[src/rtl/quad_timer.sv]
module quad_timer #(
  parameter int CH = 4,
  parameter int CW = 16,
  localparam int AW = $clog2(CH) + 1
) (
  input  logic          clk,
  input  logic          rst_n,
  input  logic          wr_en,
  input  logic [AW-1:0] addr,
  input  logic [CW-1:0] wdata,
  output logic [CW-1:0] rdata,
  output logic [CH-1:0] irq
);

  localparam int PW  = 10;
  localparam int CHW = AW - 1;

  logic [CW-1:0] cnt [CH];
  logic [CW-1:0] rel [CH];
  logic [PW-1:0] pre [CH];
  logic [1:0]    psel[CH];
  logic [CH-1:0] en, run, ie, casc, inc, ovf;

  wire [CHW-1:0] wch    = addr[AW-1:1];
  wire           ctl_wr = wr_en & addr[0];
  wire           rel_wr = wr_en & ~addr[0];

  function automatic logic [PW-1:0] pmask(input logic [1:0] s);
    case (s)
      2'd0:    pmask = '0;
      2'd1:    pmask = PW'(63);
      2'd2:    pmask = PW'(255);
      default: pmask = PW'(1023);
    endcase
  endfunction

  always_comb begin
    logic carry;
    carry = 1'b0;
    for (int t = 0; t < CH; t++) begin
      inc[t] = en[t] & run[t] &
               (casc[t] ? carry : ((pre[t] & pmask(psel[t])) == pmask(psel[t])));
      ovf[t] = inc[t] & (&cnt[t]);
      carry  = ovf[t];
    end
  end

  always_ff @(posedge clk or negedge rst_n) begin
    if (!rst_n) begin
      for (int t = 0; t < CH; t++) begin
        cnt[t]  <= '0;
        rel[t]  <= '0;
        pre[t]  <= '0;
        psel[t] <= '0;
      end
      en   <= '0;
      run  <= '0;
      ie   <= '0;
      casc <= '0;
      irq  <= '0;
    end else begin
      for (int t = 0; t < CH; t++) begin
        irq[t] <= ovf[t] & ie[t];
        if (rel_wr && wch == CHW'(t))
          rel[t] <= wdata;
        if (ctl_wr && wch == CHW'(t)) begin
          en[t]   <= wdata[7];
          ie[t]   <= wdata[6];
          casc[t] <= wdata[2];
          psel[t] <= wdata[1:0];
          run[t]  <= wdata[7] & en[t];
        end else if (en[t]) begin
          run[t] <= 1'b1;
        end
        if (ctl_wr && wch == CHW'(t) && wdata[7] && !en[t]) begin
          cnt[t] <= rel[t];
          pre[t] <= '0;
        end else begin
          if (en[t] && run[t])
            pre[t] <= pre[t] + 1'b1;
          if (ovf[t])
            cnt[t] <= rel[t];
          else if (inc[t])
            cnt[t] <= cnt[t] + 1'b1;
        end
      end
    end
  end

  always_comb begin
    if (addr[0])
      rdata = {{(CW-8){1'b0}}, en[wch], ie[wch], 3'b000, casc[wch], psel[wch]};
    else
      rdata = cnt[wch];
  end

  for (genvar g = 0; g < CH; g++) begin : g_chk
    logic hit_g;
    assign hit_g = ctl_wr && (wch == CHW'(g));

    p_hold_stopped_r9: assert property (@(posedge clk) disable iff (!rst_n)
      (!en[g] && !hit_g) |=> $stable(cnt[g]));

    p_latch_step_r3: assert property (@(posedge clk) disable iff (!rst_n)
      (en[g] && !run[g] && !hit_g) |=> $stable(cnt[g]));

    p_wrap_reload_r5: assert property (@(posedge clk) disable iff (!rst_n)
      (ovf[g] && !hit_g) |=> (cnt[g] == $past(rel[g])));

    p_irq_gate_r8: assert property (@(posedge clk) disable iff (!rst_n)
      irq[g] |-> $past(ie[g]));

    p_count_step_r4: assert property (@(posedge clk) disable iff (!rst_n)
      (en[g] && run[g] && !casc[g] && !hit_g && !(&cnt[g])) |=>
      ((cnt[g] == $past(cnt[g])) || (cnt[g] == $past(cnt[g]) + CW'(1))));

    if (g == 0) begin : g_ch0
      p_no_cascade_ch0_r7: assert property (@(posedge clk) disable iff (!rst_n)
        (casc[0] && !hit_g) |=> $stable(cnt[0]));
    end
  end

endmodule

[config.mk]
export PLATFORM = sky130hd
export DESIGN_NAME = quad_timer
export DESIGN_NICKNAME = d
export VERILOG_FILES = /design/src/rtl/quad_timer.sv
export SDC_FILE = /design/constraint.sdc
export NUM_CORES = 1
export LEC_CHECK = 0
export ABC_AREA = 1
export BUFFER_PORTS_ARGS = -buffer_cell sky130_fd_sc_hd__buf_2
export CAP_MARGIN = 20
export CORE_MARGIN = 2
export CORE_UTILIZATION = 53
export CTS_CLUSTER_SIZE = 16
export DETAILED_ROUTE_END_ITERATION = 10
export HOLD_SLACK_MARGIN = 0.1
export PLACE_DENSITY = 0.78
export RECOVER_POWER = 100
export SYNTH_ARGS = -nofsm -noshare
export SYNTH_HDL_FRONTEND = slang
export SYNTH_SLANG_ARGS = --single-unit
export TNS_END_PERCENT = 20
[constraint.sdc]
create_clock -name clk -period 2.2 [get_ports clk]
set_input_delay 0.11 -clock clk [delete_from_list [all_inputs] [get_ports clk]]
set_output_delay 0.11 -clock clk [all_outputs]
set_load 0.03 [all_outputs]
---- Yosys cells after proc, flatten, opt, wreduce, memory -nomap -nowiden ----
Cells that the tools add are included.
W data, S select, Z words.
word-level totals
  register bits ........................... 196
  input bits .............................. 22
  output and inout port bits .............. 20
  word-level logic and storage cells ...... 180
cells by class
  add/sub/neg operators ................... 8
  order comparisons ....................... 2
  equal/unequal tests ..................... 15
  muxes and demuxes ....................... 49
  bitwise gates (word level) .............. 28
  reductions and logical operators ........ 45
operators by type and width
  cell                     number
  $mux W16                 15
  $pmux W10 S3             4
  $mux W10                 8
  $add A16 B1 Y16 const B  4
  $reduce_and A16 Y1       4
  $add A10 B1 Y10 const B  4
  $and A10 B10 Y10         4
  $eq A10 B10 Y1           4
  $bmux W16 S2             1
  $and A1 B1 Y1            22
  $logic_and A1 B1 Y1      20
  $reduce_bool A2 Y1       8
  $mux W1                  15
  $eq A2 B2 Y1 const B     6
  $reduce_bool A3 Y1       4
  $eq A2 B1 Y1 const B     5
  $logic_not A2 Y1         5
  $bmux W1 S2              3
  $bmux W2 S2              1
  $logic_not A1 Y1         4
  $mux W2                  2
  $ge A3 B3 Y1 const B     1
  $lt A2 B3 Y1 const B     1
  $not A2 Y3               1
  $not A1 Y1               1

---- Depth between registers and ports, before layout ----
Gate-level depths: netlist (run 1).
  word-level depth ........................ 18
  gate-level depth with buffers ........... 17
  depth with buffers taken out ............ 16

---- Least setup slack after synthesis (run 1) ----
No wires, ideal clock.
  path kind ............................... reg-to-reg
  start point ............................. reg cnt[48] in the netlist's numbering
  end point ............................... reg cnt[10] in the netlist's numbering
  setup time .............................. 0.118 ns
  arrival ................................. 2.012 ns
  data required time ...................... 2.082 ns
  slack ................................... 0.070 ns
  cell stages (with the launch flop) ...... 17
  path buffers ............................ 1
  period minus slack after synthesis ...... 2.130 ns
  path through ............................ dfrtp_1 > ha_1 > nand2_2 > nor2_4 > nand2_1 > nor2_1 > nand3_1 > nand2_1 > nand3_1 > nand2_2 > nand3_4 > nand2_4 > a21oi_2 > clkinv_2 > buf_4 > nand3_1 > nand2_1
on the way
  longest elaborated chain between the ends .. 13
  elaborated cells on any way between the ends .. 14
  classes of those cells .................. mux: 5; bitwise: 7; reduce/logical: 2
ends and longest elaborated chain
  item                               line  text
  from (decl)                        18    logic [CW-1:0] cnt [CH];
  from (signal, indexed assignment)  76    cnt[t] <= rel[t];
  from (signal, indexed assignment)  82    cnt[t] <= rel[t];
  from (signal, indexed assignment)  84    cnt[t] <= cnt[t] + 1'b1;
  $reduce_and A16 Y1 (*)             43    ovf[t] = inc[t] & (&cnt[t]);
  $and A1 B1 Y1 (*)                  43
  $mux W1 (*)                        42    (casc[t] ? carry : ((pre[t] & pmask(psel[t])) == pmask(psel[t])));
  $and A1 B1 Y1 (*)                  41    inc[t] = en[t] & run[t] &
  $and A1 B1 Y1 (*)                  43
  $mux W1 (*)                        42
  $and A1 B1 Y1 (*)                  41
  $and A1 B1 Y1 (*)                  43
  $mux W1 (*)                        42
  $and A1 B1 Y1 (*)                  41
  $and A1 B1 Y1                      43
  $mux W16                           81    if (ovf[t])
  $mux W16                           75    if (ctl_wr && wch == CHW'(t) && wdata[7] && !en[t]) begin
Mark *: on every way between the ends. The rest lies on a longest branch, timed or not.
A chain may end at the register's enable or synchronous reset.

---- Worst setup path in the final report (run 1) ----
  start point ............................. reg cnt[48] in the netlist's numbering
  end point ............................... reg cnt[15] in the netlist's numbering
The elaborated chain is that of the path after synthesis.

==> metrics, run 1 <==
outcome=finished with violations; failing checks=setup timing; worst skew pair latency=0.44 ns; Yosys top cell area share=0.474; Antenna diodes=0; hold endpoint=ie[3]$_DFFE_PN0P_; Site Rows=51; clock skew=0.0100 ns; worst-path cell chain=ha_2 > nand2_4 > nor2_4 > nand2_2 > nor2_1 > nand3_1 > nand2_2 > nand3_2 > nand2_2 > nand3_4 > nand2_4 > nand3_4 > nand2_4 > nand2_1 > nand3_1 > nand2_1; first-pass GRT wire length=46.4 mm; r2r setup slk=-0.07 ns; pwr dens=1050 nW/um^2; Worst Path Max Fanout=8; # fillers=1,614; pin count of the biggest net entering global routing=55; Num CTS Buffers=17; DRC=0; RSZ-0062 raised after global routing=true; H-Tree Depth=4; IR drop worst, VDD=605 uV; ys flop type=dfrtp_1; worst-margin pin slew=1.43 ns; non-filler cells, final=1,659; Worst Setup End Kind=register; Die Area=20,700 um^2; EDFF count, synth=0; First DRT Iteration DRCs=1,168; Startpoint Class=register; Tmin final=2.27 ns; Synth cell types=52; Max Slew Vio Count=0; ys async rst share=1.00; Post-DP Area=11,300 um^2; Bufs on Longest Clock Path=2; Synthesized Nets=1,285; initial antenna violation count=0; # nets final=1,411; DR WL/cell=18.2 um; Post-Syn Area=10,400 um^2; HP Start=addr[1]; multi-input combinational cell area=4720 um^2; dpl ws=-0.0962 ns; share of cells above drive strength 1=0.171; Levels on crit path=16; Vias/cell=5.75; Crit path max-delay family=simple AND/OR/NAND/NOR gates; HP Class=in2reg; Initial Utilization=0.535; I/O pin count=42; Cells after Synth=1,255; Vias=9,537; post-DP HPWL=21.8 mm; CP bufs+invs=0; leakage power total=0.00580 uW; root buffer cell=clkbuf_16; total power=12,900 uW; Max-Cap Viols=0; drt pass-1 iters=6; antenna viol nets, final=0; synth-to-layout area growth=18.3%; TritonCTS Sinks=196; r2r startpoint=cnt[48]$_DFFE_PN0P_; number of global-route vias before repair=8,660; core box area=19,300 um^2; Setup Crit Path Kind=reg2reg; register area=4910 um^2; fmax=440 MHz; total grt overflow=0; post-synth top area cell=dfrtp_1; CP max stage delay=0.36 ns; final hold violation count=0; top cells by area, synth=dfrtp_1 (47%), nand2_1 (9.9%), o21ai_0 (7.5%); DRT Wirelength=30.1 mm; CTS tree=done; Critical Path Slowest Stage Cell=dfrtp_1; routability-driven placement congestion ratio=0.980; chip width=144 um; Avg Cell Area, Syn=8.25 um^2; sequential area share after synthesis=0.474; period utilisation layout=1.03; clock slew at reported path FFs=0.07 ns; Slew headroom=0.0483; WHS Path Cells=5; R2R depth=16; warnings from Yosys=0; Critical Path AT=2.60 ns; Final WS setup=-0.0743 ns; Die Height=144 um; CP required=2.53 ns; GR Util All Layers=0.295; final instance area=12,200 um^2; final setup vio count=17; dpl cells=1,598; port bufs=41; Synth Register Bits=196; Worst R2R End=cnt[15]$_DFFE_PN0P_
[what timing repair did]
action | 4_1_cts | 5_1_grt
gates resized for setup | 9 | 28
pin swaps | 0 | 8
buffers inserted | 0 | 9
endpoints found under the hold margin | 235 | 0
endpoints found under the setup margin | 34 | 55
hold buffers | 17 | 0
gates cloned | 0 | 3
[worst max-delay path by stage]
stage	startpoint	to	slack [ns]
after global routing	cnt[48]$_DFFE_PN0P_	cnt[15]$_DFFE_PN0P_	-0.17
after floorplan	cnt[48]$_DFFE_PN0P_	cnt[10]$_DFFE_PN0P_	0.07
after global placement	cnt[48]$_DFFE_PN0P_	cnt[23]$_DFFE_PN0P_	-0.09
after detailed placement	cnt[48]$_DFFE_PN0P_	cnt[23]$_DFFE_PN0P_	-0.1
final	cnt[48]$_DFFE_PN0P_	cnt[15]$_DFFE_PN0P_	-0.07
after CTS	cnt[48]$_DFFE_PN0P_	cnt[11]$_DFFE_PN0P_	0.007
[routing by layer]
layer  GRT usage  wire (um)
met1       0.395      12500
met3      0.0437       1970
met5           0          0
met4       0.131       1390
met2       0.477      14300
[kinds of logic (layout without fill, tap and decap cells)]
logic type,count (synthesis),in the layout,share of synthesized area
AO/OA/AOI/OAI,301,301,0.169
XOR/XNOR,46,46,0.0389
adder cells (fa/ha/maj),8,8,0.00967
buffers and inverters,193,331,0.0784
flip-flops,196,196,0.474
AND/OR/NAND/NOR,511,512,0.230
[cell usage after synthesis (6+ instances only)]
cell	number
inv_1	135
o21ai_1	6
buf_6	6
o22ai_1	32
ha_1	8
a221oi_1	16
clkbuf_1	22
nor2_4	10
o21ai_0	156
nor2_1	88
buf_2	9
a21oi_1	42
xor2_1	40
nand2_2	17
nand2_1	272
nor2_2	7
nand4_1	9
nand3_1	63
o211ai_1	19
nand3_2	6
a31oi_1	8
xnor2_1	6
dfrtp_1	196
inv_2	12
nor3_1	17
[worst min-delay path: cells and delay by family]
| family | cells | cell delay, ns |
|---|---|---|
| simple gates | 3 | 0.21 |
| buf+inv | 1 | 0.14 |
| compound gates | 1 | 0.06 |
[through the flow]
stage	hold WS [ns]	setup TNS [ns]	util
2_1_floorplan	-0.186	0	-
3_3_place_gp	0.113	-0.818	0.585
3_5_place_dp	0.120	-1.72	0.585
4_1_cts	0.135	0	0.628
5_1_grt	0.159	-3.76	0.633
6_report	0.140	-0.718	0.633
[flip-flops by register name, indices dropped and copies added, names as in the netlist]
name  flops
rel      64
en        4
casc      4
ie        4
irq       4
run       4
cnt      64
pre      40
psel      8
[area by class of cell]
class                      instances  share of cell area
clock inverter                    14              0.0139
clock buffer                      18              0.0359
multi-input combinational        867               0.386
sequential                       196               0.401
inverter                         150              0.0476
tap                              265              0.0271
timing repair buffer             149              0.0892
[layout by cell type (no fill, tap or decap), types with 14 or more instances in the layout]
cell type,count
nor3_1,14
buf_2,30
clkbuf_16,19
nand2_2,19
clkbuf_1,16
dlygate4sd3_1,17
xor2_1,40
inv_1,137
o22ai_1,31
buf_4,73
o21ai_0,151
a221oi_1,16
dfrtp_1,195
nor2_1,87
nand3_1,61
nand2_1,268
a21oi_1,42
o211ai_1,19
[power by group]
| part | internal, uW | leakage [uW] | switching (uW) |
|---|---|---|---|
| registers | 4600 | 0.00247 | 890 |
| logic | 1650 | 0.00305 | 2540 |
| clock network | 1740 | 0.000290 | 1490 |
(Power assumes the default switching activity.)
==> run 2: changes to the inputs <==
--- a/config.mk
+++ b/config.mk
@@ -5,13 +5,13 @@
 export SDC_FILE = /design/constraint.sdc
 export NUM_CORES = 1
 export LEC_CHECK = 0
-export ABC_AREA = 1
 export BUFFER_PORTS_ARGS = -buffer_cell sky130_fd_sc_hd__buf_2
 export CAP_MARGIN = 20
 export CORE_MARGIN = 2
 export CORE_UTILIZATION = 53
 export CTS_CLUSTER_SIZE = 16
 export DETAILED_ROUTE_END_ITERATION = 10
+export GPL_TIMING_DRIVEN = 0
 export HOLD_SLACK_MARGIN = 0.1
 export PLACE_DENSITY = 0.78
 export RECOVER_POWER = 100
==> metrics, run 2 <==
outcome=finished with violations; failing checks=setup timing; leakage power total=0.00530 uW (-8.6%); most frequent cells in the layout=dfrtp_1 (178), nand2_1 (93), nor2_1 (88); Die Height=143 um (-0.69%); Startpoint Class=register; Antenna diodes=0 (unchanged); CP required=2.53 ns (about the same); DRT Wirelength=30.1 mm (about the same); Setup TNS Final=-17.23 ns (-16.51 ns); DRC=0 (unchanged); Max Slew Vio Count=0 (unchanged); core box area=18,800 um^2 (-2.6%); Vias/cell=6.42 (+12%); Synth cell types=63 (+21%); drt pass-1 iters=5 (-1); Cells after Synth=990 (-21%); IR drop worst, VDD=643 uV (+6.3%); Worst Path Max Fanout=8 (unchanged); clock skew=0.0109 ns (+0.000877 ns); number of global-route vias before repair=8,424 (-2.7%); total grt overflow=0 (unchanged); Worst Setup End Kind=register; Vias=9,029 (-5.3%); Yosys top cell area share=0.481 (+0.00680); Die Area=20,400 um^2 (-1.4%); worst-margin pin slew=1.17 ns (-0.255 ns); total power=12,200 uW (-5.6%); CTS tree=done; port bufs=40 (-2.4%); pin count of the biggest net entering global routing=114 (+110%); warnings from Yosys=0 (unchanged); RSZ-0062 raised after global routing=true; GR Util All Layers=0.296 (+0.00195); Synth Register Bits=196 (unchanged); non-filler cells, final=1,407 (-15%); dpl cells=1,292 (-19%); EDFF count, synth=0 (unchanged); period utilisation layout=1.23 (+0.193); HP Class=in2reg; root buffer cell=clkbuf_16; DR WL/cell=21.4 um (+18%); sequential area share after synthesis=0.481 (+0.00680); most common cell after layout, fill and taps aside=dfrtp_1; first-pass GRT wire length=45.7 mm (-1.4%); Post-Syn Area=10,200 um^2 (-1.4%); cell with the most instances after synthesis=dfrtp_1; pwr dens=966 nW/um^2 (-8.4%); post-synth top area cell=dfrtp_1; share of cells above drive strength 1=0.317 (+0.147); First DRT Iteration DRCs=1,117 (-4.4%); clock slew at reported path FFs=0.07 ns (about the same); worst skew pair latency=0.45 ns (about the same); fmax=370 MHz (-16%); ys async rst share=1.00 (unchanged); Post-synth top cells=dfrtp_1 (196), nand2_1 (98), nor2_1 (94); final setup vio count=67 (+50); worst setup path end=cnt[19]$_DFFE_PN0P_; Initial Utilization=0.542 (+0.00656); Site Rows=50 (-2.0%); Worst R2R End=cnt[19]$_DFFE_PN0P_; Max-Cap Viols=0 (unchanged); Slew headroom=0.218 (+0.170); H-Tree Depth=4 (unchanged); Critical Path AT=3.03 ns (+0.43 ns); Largest regs=cnt x64, rel x64, pre x40; synth-to-layout area growth=23.7%; Final WS setup=-0.499 ns (-0.425 ns); Hold WS=0.127 ns (-0.0125 ns); final hold violation count=0 (unchanged); antenna viol nets, final=0 (unchanged); R2R depth=12 (-4); Num CTS Buffers=17 (unchanged); Tmin final=2.70 ns (+0.425 ns); Critical path origin=cnt[33]$_DFFE_PN0P_; r2r startpoint=cnt[33]$_DFFE_PN0P_; Setup Crit Path Kind=reg2reg; # fillers=1,348 (-16%); initial antenna violation count=1 (+1); Synthesized Nets=1,020 (-21%); # nets final=1,164 (-18%); top cells by area, synth=dfrtp_1 (48%), mux2_2 (8.7%), mux4_2 (4.6%); post-DP HPWL=19.5 mm (-10%); chip width=143 um (-0.69%); I/O pin count=42 (unchanged); r2r setup slk=-0.50 ns (-0.42 ns); Bufs on Longest Clock Path=2 (unchanged); TritonCTS Sinks=196 (unchanged); routability-driven placement congestion ratio=0.936 (-4.5%); Avg Cell Area, Syn=10.3 um^2 (+25%); ys flop type=dfrtp_1
==> run 2: changes by cell type after synthesis, moves of 19 or more <==
cell,change
mux2_2,+79
o21ai_0,-97
nand2_1,-174
mux4_2,+21
o211ai_1,-19
inv_1,-109
a21oi_1,+23
xor2_1,-19
==> run 2: how the worst min path moves through the flow <==
stage,start,to,slack (ns),cells past startpoint
6_report,wdata[7],rel[39]$_DFFE_PN0P_,0.13,2
4_1_cts,wdata[7],rel[39]$_DFFE_PN0P_,0.13,2
3_3_place_gp,wdata[11],rel[27]$_DFFE_PN0P_,0.43,3
5_1_grt,wdata[7],rel[23]$_DFFE_PN0P_,0.13,2
3_5_place_dp,rst_n,pre[21]$_DFFE_PN0P_,0.16,1
2_1_floorplan,rst_n,casc[0]$_DFFE_PN0P_,-0.19,0
==> run 2: area by class of cell <==
class / instances / area, um^2 / area share
Multi-Input combinational cell: 721 / 5450 / 0.431
Sequential cell: 196 / 4930 / 0.390
Timing Repair Buffer: 128 / 970 / 0.0768
Clock buffer: 18 / 439 / 0.0348
Tap cell: 260 / 325 / 0.0258
Buffer: 44 / 314 / 0.0249
Clock inverter: 14 / 105 / 0.00833
Inverter: 26 / 97.6 / 0.00773
==> run 2: cell families after synthesis <==
kind of cell               share of synthesized area
DFF                                            0.481
adders and majority gates                    0.00981
and+or+nand+nor                                0.175
muxes                                          0.150
buffers and inverters                         0.0288
xor gates and xnor gates                      0.0232
AOI/OAI and AO/OA                              0.132
==> run 2: critical path, stage by stage, from the launching register on <==
cell and delay [ns]:
dfrtp_1 0.40, ha_4 0.17, nand4_1 0.10, buf_6 0.16
or3_4 0.39, nor4_4 0.26, buf_4 0.19, nor2_4 0.07
o31a_1 0.27, buf_6 0.16, clkbuf_16 0.16, mux2i_1 0.17
o22ai_1 0.09
==> run 2: timing repair <==
action,CTS,global route
cloned,5,1
hold buffers,17,0
gates resized for setup,108,82
setup buffers,29,35
hold endpoints to repair,133,0
pin swaps,36,41
setup endpoints to repair,83,83
==> run 2: layer usage <==
metal | wire length (um) | track usage | vias to the layer above | share of wire
li1 | - | - | 3909 | -
met1 | 11800 | 0.405 | 4501 | 0.39
met2 | 14600 | 0.475 | 529 | 0.48
met3 | 2700 | 0.0513 | 90 | 0.090
met4 | 1080 | 0.119 | 0 | 0.036
met5 | 0 | 0 | - | 0
==> run 2: report_power, final <==
part           switching, uW  internal (uW)  total [uW]
Sequential              1230           4640        5870
Clock                   1460           1490        2950
Combinational           1710           1660        3380
==> run 2: per-stage QoR <==
step | utilization | setup WS (ns) | cell area, um^2
final | 0.670 | -0.499 | 12600
after global routing | 0.670 | -0.534 | 12600
after CTS | 0.644 | -0.528 | 12100
after detailed placement | 0.573 | -1.06 | 10800
after global placement | 0.571 | -2.25 | 10700
after floorplan | - | -0.283 | 10200
